==> src/rtl/pseq_pkg.sv <==
package pseq_pkg;
    localparam int MAX_SLOTS = 3;
    localparam int SLOT_W    = 2;
    localparam int CODE_W    = 2;
    localparam int LEDCFG_W  = CODE_W * MAX_SLOTS;

    typedef enum logic [1:0] {
        PH_IDLE = 2'd0,
        PH_PRE  = 2'd1,
        PH_EXP  = 2'd2,
        PH_POST = 2'd3
    } phase_e;

    typedef enum logic [1:0] {
        SRC_RED   = 2'd0,
        SRC_GREEN = 2'd1,
        SRC_BLUE  = 2'd2,
        SRC_NONE  = 2'd3
    } src_code_e;

    typedef struct packed {
        logic b;
        logic g;
        logic r;
    } rgb_t;

    function automatic rgb_t src_decode(logic [CODE_W-1:0] code);
        rgb_t v;
        v = '0;
        case (src_code_e'(code))
            SRC_RED:   v.r = 1'b1;
            SRC_GREEN: v.g = 1'b1;
            SRC_BLUE:  v.b = 1'b1;
            default:   v = '0;
        endcase
        return v;
    endfunction
endpackage

==> src/rtl/pseq_frame_trig.sv <==
module pseq_frame_trig #(
    parameter int TW = 24
) (
    input  logic          clk,
    input  logic          rst,
    input  logic          start,
    input  logic [TW-1:0] dly,
    input  logic [TW-1:0] wid,
    output logic          trig
);
    localparam int CW = TW + 1;

    logic [CW-1:0] cnt;
    logic          active;
    logic [CW-1:0] stop_at;

    always_ff @(posedge clk) begin
        if (rst) begin
            cnt    <= '0;
            active <= 1'b0;
        end else if (start) begin
            cnt    <= '0;
            active <= 1'b1;
        end else if (active && cnt != '1) begin
            cnt <= cnt + 1'b1;
        end
    end

    assign stop_at = {1'b0, dly} + {1'b0, wid};
    assign trig    = active && (cnt >= {1'b0, dly}) && (cnt < stop_at);
endmodule

==> src/rtl/pseq_slot_fsm.sv <==
module pseq_slot_fsm
    import pseq_pkg::*;
#(
    parameter int TW = 24
) (
    input  logic              clk,
    input  logic              rst,
    input  logic              start,
    input  logic              start_ok,
    input  logic [TW-1:0]     len_pre,
    input  logic [TW-1:0]     len_exp,
    input  logic [TW-1:0]     len_post,
    input  logic [SLOT_W-1:0] n_slots,
    output phase_e            phase,
    output logic [SLOT_W-1:0] slot,
    output logic [TW+1:0]     offs
);
    phase_e            nph;
    logic [TW-1:0]     cnt, ncnt;
    logic [SLOT_W-1:0] nslot;
    logic              enter, slot_end;

    always_comb begin
        nph      = phase;
        nslot    = slot;
        ncnt     = (cnt != '0) ? cnt - 1'b1 : '0;
        enter    = 1'b0;
        slot_end = 1'b0;
        if (start) begin
            if (start_ok) begin
                enter = 1'b1;
                nslot = '0;
            end else begin
                nph   = PH_IDLE;
                nslot = '0;
                ncnt  = '0;
            end
        end else begin
            case (phase)
                PH_PRE: if (cnt == '0) begin
                    nph  = PH_EXP;
                    ncnt = len_exp - 1'b1;
                end
                PH_EXP: if (cnt == '0) begin
                    if (len_post != '0) begin
                        nph  = PH_POST;
                        ncnt = len_post - 1'b1;
                    end else begin
                        slot_end = 1'b1;
                    end
                end
                PH_POST: if (cnt == '0) slot_end = 1'b1;
                default: ;
            endcase
            if (slot_end) begin
                if (slot == n_slots - 1'b1) begin
                    nph   = PH_IDLE;
                    nslot = '0;
                    ncnt  = '0;
                end else begin
                    enter = 1'b1;
                    nslot = slot + 1'b1;
                end
            end
        end
        if (enter) begin
            if (len_pre != '0) begin
                nph  = PH_PRE;
                ncnt = len_pre - 1'b1;
            end else begin
                nph  = PH_EXP;
                ncnt = len_exp - 1'b1;
            end
        end
    end

    always_ff @(posedge clk) begin
        if (rst) begin
            phase <= PH_IDLE;
            slot  <= '0;
            cnt   <= '0;
            offs  <= '0;
        end else begin
            phase <= nph;
            slot  <= nslot;
            cnt   <= ncnt;
            if (enter)
                offs <= '0;
            else if (offs != '1)
                offs <= offs + 1'b1;
        end
    end
endmodule

==> src/rtl/pseq_top.sv <==
module pseq_top
    import pseq_pkg::*;
#(
    parameter int TW = 24
) (
    input  logic                clk,
    input  logic                rst,
    input  logic                vsync,
    input  logic [SLOT_W-1:0]   cfg_count,
    input  logic [TW-1:0]       cfg_pre,
    input  logic [TW-1:0]       cfg_exp,
    input  logic [TW-1:0]       cfg_post,
    input  logic [LEDCFG_W-1:0] cfg_led,
    input  logic [TW-1:0]       cfg_fdly,
    input  logic [TW-1:0]       cfg_fwid,
    input  logic [TW-1:0]       cfg_pdly,
    output logic                led_r,
    output logic                led_g,
    output logic                led_b,
    output logic [SLOT_W-1:0]   slot_sel,
    output logic                frame_trig,
    output logic                pat_trig,
    output logic                busy,
    output logic                overrun,
    output logic                cfg_err
);
    logic                vs_d, vs_rise, cfg_ok;
    logic [TW-1:0]       pre_q, exp_q, post_q, fdly_q, fwid_q, pdly_q;
    logic [TW-1:0]       pre_e, exp_e, post_e;
    logic [SLOT_W-1:0]   n_q, n_e;
    logic [LEDCFG_W-1:0] led_q;
    phase_e              phase;
    logic [SLOT_W-1:0]   slot;
    logic [TW+1:0]       offs;
    rgb_t                slot_rgb [MAX_SLOTS];
    rgb_t                cur_rgb;

    assign vs_rise = vsync && !vs_d;
    assign cfg_ok  = (cfg_count != '0) && (cfg_exp != '0);

    always_ff @(posedge clk) begin
        if (rst) begin
            vs_d    <= 1'b0;
            pre_q   <= '0;
            exp_q   <= '0;
            post_q  <= '0;
            n_q     <= '0;
            led_q   <= '0;
            fdly_q  <= '0;
            fwid_q  <= '0;
            pdly_q  <= '0;
            overrun <= 1'b0;
            cfg_err <= 1'b0;
        end else begin
            vs_d <= vsync;
            if (vs_rise) begin
                pre_q   <= cfg_pre;
                exp_q   <= cfg_exp;
                post_q  <= cfg_post;
                n_q     <= cfg_count;
                led_q   <= cfg_led;
                fdly_q  <= cfg_fdly;
                fwid_q  <= cfg_fwid;
                pdly_q  <= cfg_pdly;
                cfg_err <= !cfg_ok;
                if (busy) overrun <= 1'b1;
            end
        end
    end

    assign pre_e  = vs_rise ? cfg_pre   : pre_q;
    assign exp_e  = vs_rise ? cfg_exp   : exp_q;
    assign post_e = vs_rise ? cfg_post  : post_q;
    assign n_e    = vs_rise ? cfg_count : n_q;

    pseq_slot_fsm #(.TW(TW)) u_fsm (
        .clk      (clk),
        .rst      (rst),
        .start    (vs_rise),
        .start_ok (cfg_ok),
        .len_pre  (pre_e),
        .len_exp  (exp_e),
        .len_post (post_e),
        .n_slots  (n_e),
        .phase    (phase),
        .slot     (slot),
        .offs     (offs)
    );

    pseq_frame_trig #(.TW(TW)) u_ftrig (
        .clk   (clk),
        .rst   (rst),
        .start (vs_rise),
        .dly   (fdly_q),
        .wid   (fwid_q),
        .trig  (frame_trig)
    );

    for (genvar g = 0; g < MAX_SLOTS; g++) begin : g_slot_src
        assign slot_rgb[g] = src_decode(led_q[CODE_W*g +: CODE_W]);
    end

    always_comb begin
        cur_rgb = '0;
        for (int i = 0; i < MAX_SLOTS; i++)
            if (slot == SLOT_W'(i)) cur_rgb = slot_rgb[i];
    end

    assign busy     = (phase != PH_IDLE);
    assign slot_sel = slot;
    assign led_r    = (phase == PH_EXP) && cur_rgb.r;
    assign led_g    = (phase == PH_EXP) && cur_rgb.g;
    assign led_b    = (phase == PH_EXP) && cur_rgb.b;
    assign pat_trig = busy && (offs >= {2'b00, pdly_q})
                    && (offs < ({2'b00, pdly_q} + {2'b00, exp_q}));
endmodule

==> config.mk <==
export PLATFORM = sky130hd
export DESIGN_NAME = pseq_top
export DESIGN_NICKNAME = d
export VERILOG_FILES = /design/src/rtl/pseq_pkg.sv /design/src/rtl/pseq_frame_trig.sv /design/src/rtl/pseq_slot_fsm.sv /design/src/rtl/pseq_top.sv
export SDC_FILE = /design/constraint.sdc
export NUM_CORES = 1
export LEC_CHECK = 0
export BUFFER_PORTS_ARGS = -buffer_cell sky130_fd_sc_hd__buf_2
export CORE_MARGIN = 8
export CORE_UTILIZATION = 55
export CTS_CLUSTER_DIAMETER = 80
export DETAILED_ROUTE_END_ITERATION = 10
export HOLD_SLACK_MARGIN = 0.12
export PLACE_DENSITY = 0.76
export SLEW_MARGIN = 15
export SYNTH_ARGS = -nofsm -noshare
export SYNTH_HDL_FRONTEND = slang
export SYNTH_SLANG_ARGS = --single-unit
==> constraint.sdc <==
create_clock -name clk -period 4.75 [get_ports clk]
set_clock_uncertainty 0.05 [all_clocks]
set_input_delay 0.95 -clock clk [delete_from_list [all_inputs] [get_ports clk]]
set_output_delay 0.95 -clock clk [all_outputs]
set_load 0.1 [all_outputs]
==> flow_summary_export.csv <==
group,metric,value,unit
status,status,"finished, violations left",
status,failed_checks,"setup timing",
yosys,seq_area_frac_synth,27.77,%
sta,finalSetupViolCount,2,
cells_and_area,finalNetCount,2642,
yosys,ys.flop_type,"dfxtp_1",
yosys,syn_area,16940,sq um
yosys,yosys.area.top_type,"dfxtp_1",
drt,wl_per_cell,17.80,microns
critical_path,end_kind,"primary output",
placement,io_buffers,164,
drt,drt_iter0_drc,1280,
clock_tree,root_buffer,"clkbuf_16",
placement,gp_congestion,0.9351,
critical_path,crit_arrival,4400,ps
yosys,synth_seq_cells,235,
power_and_ir_drop,max-vdd-ir-drop,0.0002743,V
clock_tree,cts_tree,"yes",
cells_and_area,nFillCells,2659,
sta,rsz0062_at_grt,"yes",
yosys,ys_types,87,
floorplanning,die_area,36680,sq um
power_and_ir_drop,power_density,296.1,nW/um^2
clock_tree,clock_sinks,235,
cells_and_area,fin_area,19730,sq um
grt,antenna_found_initial,1,
drt,postRouteWirelength,48820,microns
cells_and_area,area_growth,16.48,%
placement,place_inst,2683,
placement,dpl_worst_slack,-293.0,ps
clock_tree,clk_pin_slew,60,ps
cells_and_area,final_cells,2743,
yosys,syn_nets,2452,
yosys,async_reset_ff_share,0,%
power_and_ir_drop,p_sw_share,30.69,%
critical_path,required,3750,ps
power_and_ir_drop,power.switching,1.793,mW
sta,period_share,113.7,%
drt,dr_total_vias,16240,
yosys,synthTopCellsByArea,"dfxtp_1 (28%), ha_1 (12%), nand2_1 (6.2%), nor2_1 (5.7%), mux2i_1 (5.5%)",
clock_tree,insertion_delay,560,ps
sta,hold_ws,411.6,ps
placement,place_area,18530,sq um
grt,grt_max_degree,109,
min_path,hold_class,"register to register",
drt,vias_per_cell,5.922,
grt,grt_overflow,0,
yosys,synth-warning-count,0,
flow_run,max-cap-violations,0,
sta,fmax,185.1,MHz
power_and_ir_drop,seqPwrFrac,37.2,%
cells_and_area,regArea,4711,sq um
floorplanning,start_util,55.68,%
yosys,synth_most_common_cell,"nand2_1",
yosys,syn_inst,2134,
drt,first_pass_iters,5,
floorplanning,core,30430,sq um
critical_path,critPathMaxFanout,3,
clock_tree,cts-buffers-inserted,28,
power_and_ir_drop,clkPwrFrac,38.8,%
sta,setup_ws,-652.2,ps
floorplanning,die_w,191.5,microns
sta,hold_violations,0,
yosys,yosys.area.top_type_share,27.77,%
cells_and_area,postLayoutCoreUtil,64.85,%
critical_path,r2r_start,"vs_d",
power_and_ir_drop,combinationalPowerShare,23.9,%
min_path,min_from,"fwid_q[19]",
floorplanning,fp-row-count,64,
placement,hpwl,37450,microns
clock_tree,h-tree-depth,1,
critical_path,cp-start-kind,"register",
floorplanning,die_h,191.5,microns
yosys,ys_top_cells_by_count,"nand2_1 (278), nor2_1 (256), dfxtp_1 (235), a21oi_1 (174), ha_1 (161)",
power_and_ir_drop,power.leakage,8.611,nW
sta,slew_viol_final,0,
sta,min_period,5402,ps
grt,grt_pass1_vias,15780,
sta,relSlewSlack,34.46,%
drt,drc_errors,0,
grt,grt_pass1_wl,78890,microns
floorplanning,io-pin-count,165,
cells_and_area,multi_input_area,11730,sq um
yosys,synth.avg_cell_area,7.939,sq um
sta,worst_pin_slew,978.5,ps
critical_path,crit_type,"register to primary output",
critical_path,startpoint,"fwid_q[0]",
clock_tree,cts.path.max_buffers,3,
cells_and_area,layout-drive-gt1-share,15.81,%
grt,gr-usage-all-layers,26.02,%
drt,antenna_left,0,
yosys,synth-edff-count,0,
power_and_ir_drop,p_int,4.049,mW
-- cell type report --
cell class	count	area share [%]
multi-input cells	1725	59.44
flip-flops and latches	235	23.87
repair buffers	241	7.437
clock buffers	40	4.090
well taps	396	2.511
inverters	93	1.769
clock inverters	12	0.8686
diodes	1	0.01268
-- layout by cell type, fill, tap and decap left out, types with 15 or more instances in the layout --
cell type / netlist / routed
o21ai_0: 64 / 58
nand2_1: 278 / 277
inv_1: 93 / 93
dfxtp_1: 235 / 230
a211oi_1: 29 / 27
mux2i_1: 93 / 93
nor4_1: 24 / 24
nor3_1: 40 / 40
a21oi_1: 174 / 170
a21o_1: 43 / 43
buf_4: 9 / 73
or3_1: 18 / 17
clkbuf_16: 0 / 29
xnor2_1: 85 / 85
nand4_1: 35 / 35
nand2b_1: 17 / 16
xor2_1: 80 / 80
buf_2: 12 / 161
ha_1: 161 / 156
nor2_1: 256 / 255
a31oi_1: 22 / 21
and2_1: 15 / 15
nor2b_1: 19 / 16
nand3_1: 50 / 50
-- kinds of logic after synthesis --
logic type	count (synthesis)	share of synthesized area, %
flops	235	27.77
compound gates	447	16.83
xor+xnor	165	8.530
fa+ha+maj	163	12.13
mux	99	5.930
simple gates	851	24.41
buf+inv	174	4.409
-- path summary, 6_finish.rpt --
kind | endpoint | slack, ps | cells past startpoint
max reg2reg | u_fsm.cnt[1] | 920 | 10
min reg2reg | fwid_q[19] | 410 | 2
max | frame_trig | -650 | 20
min | fwid_q[19] | 410 | 2
-- repair_timing --
item                                   in CTS  in global routing
gates resized for setup                    14                 23
setup buffers                               3                  4
setup endpoints to repair                   2                  2
endpoints found under the hold margin       0                  0
pin swaps                                  17                 32
hold buffers                                0                  0
-- per-layer routing --
metal  global-route usage (%)  up-vias  wire, microns
met3                    3.794      119           2813
li1                         -     7982              -
met1                    32.40     7640          20920
met5                        0        -              0
met4                    10.42        0           2018
met2                    44.56      503          23070
-- sequential cells by signal, indices dropped and copies added, names as in the netlist --
| signal | count |
|---|---|
| fwid_q | 24 |
| fdly_q | 24 |
| u_fsm.cnt | 24 |
| overrun | 1 |
| pre_q | 24 |
| n_q | 2 |
| exp_q | 24 |
| vs_d | 1 |
| led_q | 6 |
| u_ftrig.active | 1 |
| u_ftrig.cnt | 25 |
| u_fsm.phase | 2 |
| post_q | 24 |
| u_fsm.slot | 2 |
| cfg_err | 1 |
| u_fsm.offs | 26 |
| pdly_q | 24 |
-- metrics by stage --
step / power, mW / TNS (ps)
3_3_place_gp: 3.534 / -353.2
2_1_floorplan: 3.166 / -298.0
6_report: 5.843 / -1150
5_1_grt: 6.117 / -1654
4_1_cts: 5.846 / -1256
3_5_place_dp: 3.566 / -447.0
-- power by group through the flow --
stage / combinational (mW) / sequential, mW / clock, mW
after floorplan: 0.971 / 2.19 / 0
after global placement: 1.32 / 2.21 / 0
after detailed placement: 1.35 / 2.21 / 0
after CTS: 1.37 / 2.17 / 2.30
after global routing: 1.54 / 2.19 / 2.39
final: 1.40 / 2.18 / 2.27
-- worst max-delay path, stage by stage, from the launching register on --
cell and delay (ps):
dfxtp_2 330, ha_4 170, fa_2 350, a21oi_2 170, nor2b_2 70, a311oi_2 190
buf_4 180, nor2b_4 40, a41oi_2 170, o21bai_2 110, a21o_1 190, a311oi_2 260
ha_1 280, a21o_1 180, a21o_1 150, a21oi_1 110, o21ai_1 80, a31oi_1 180
o21ai_2 110, a311oi_4 300, buf_12 220
Power figures use the tool's default switching activity.
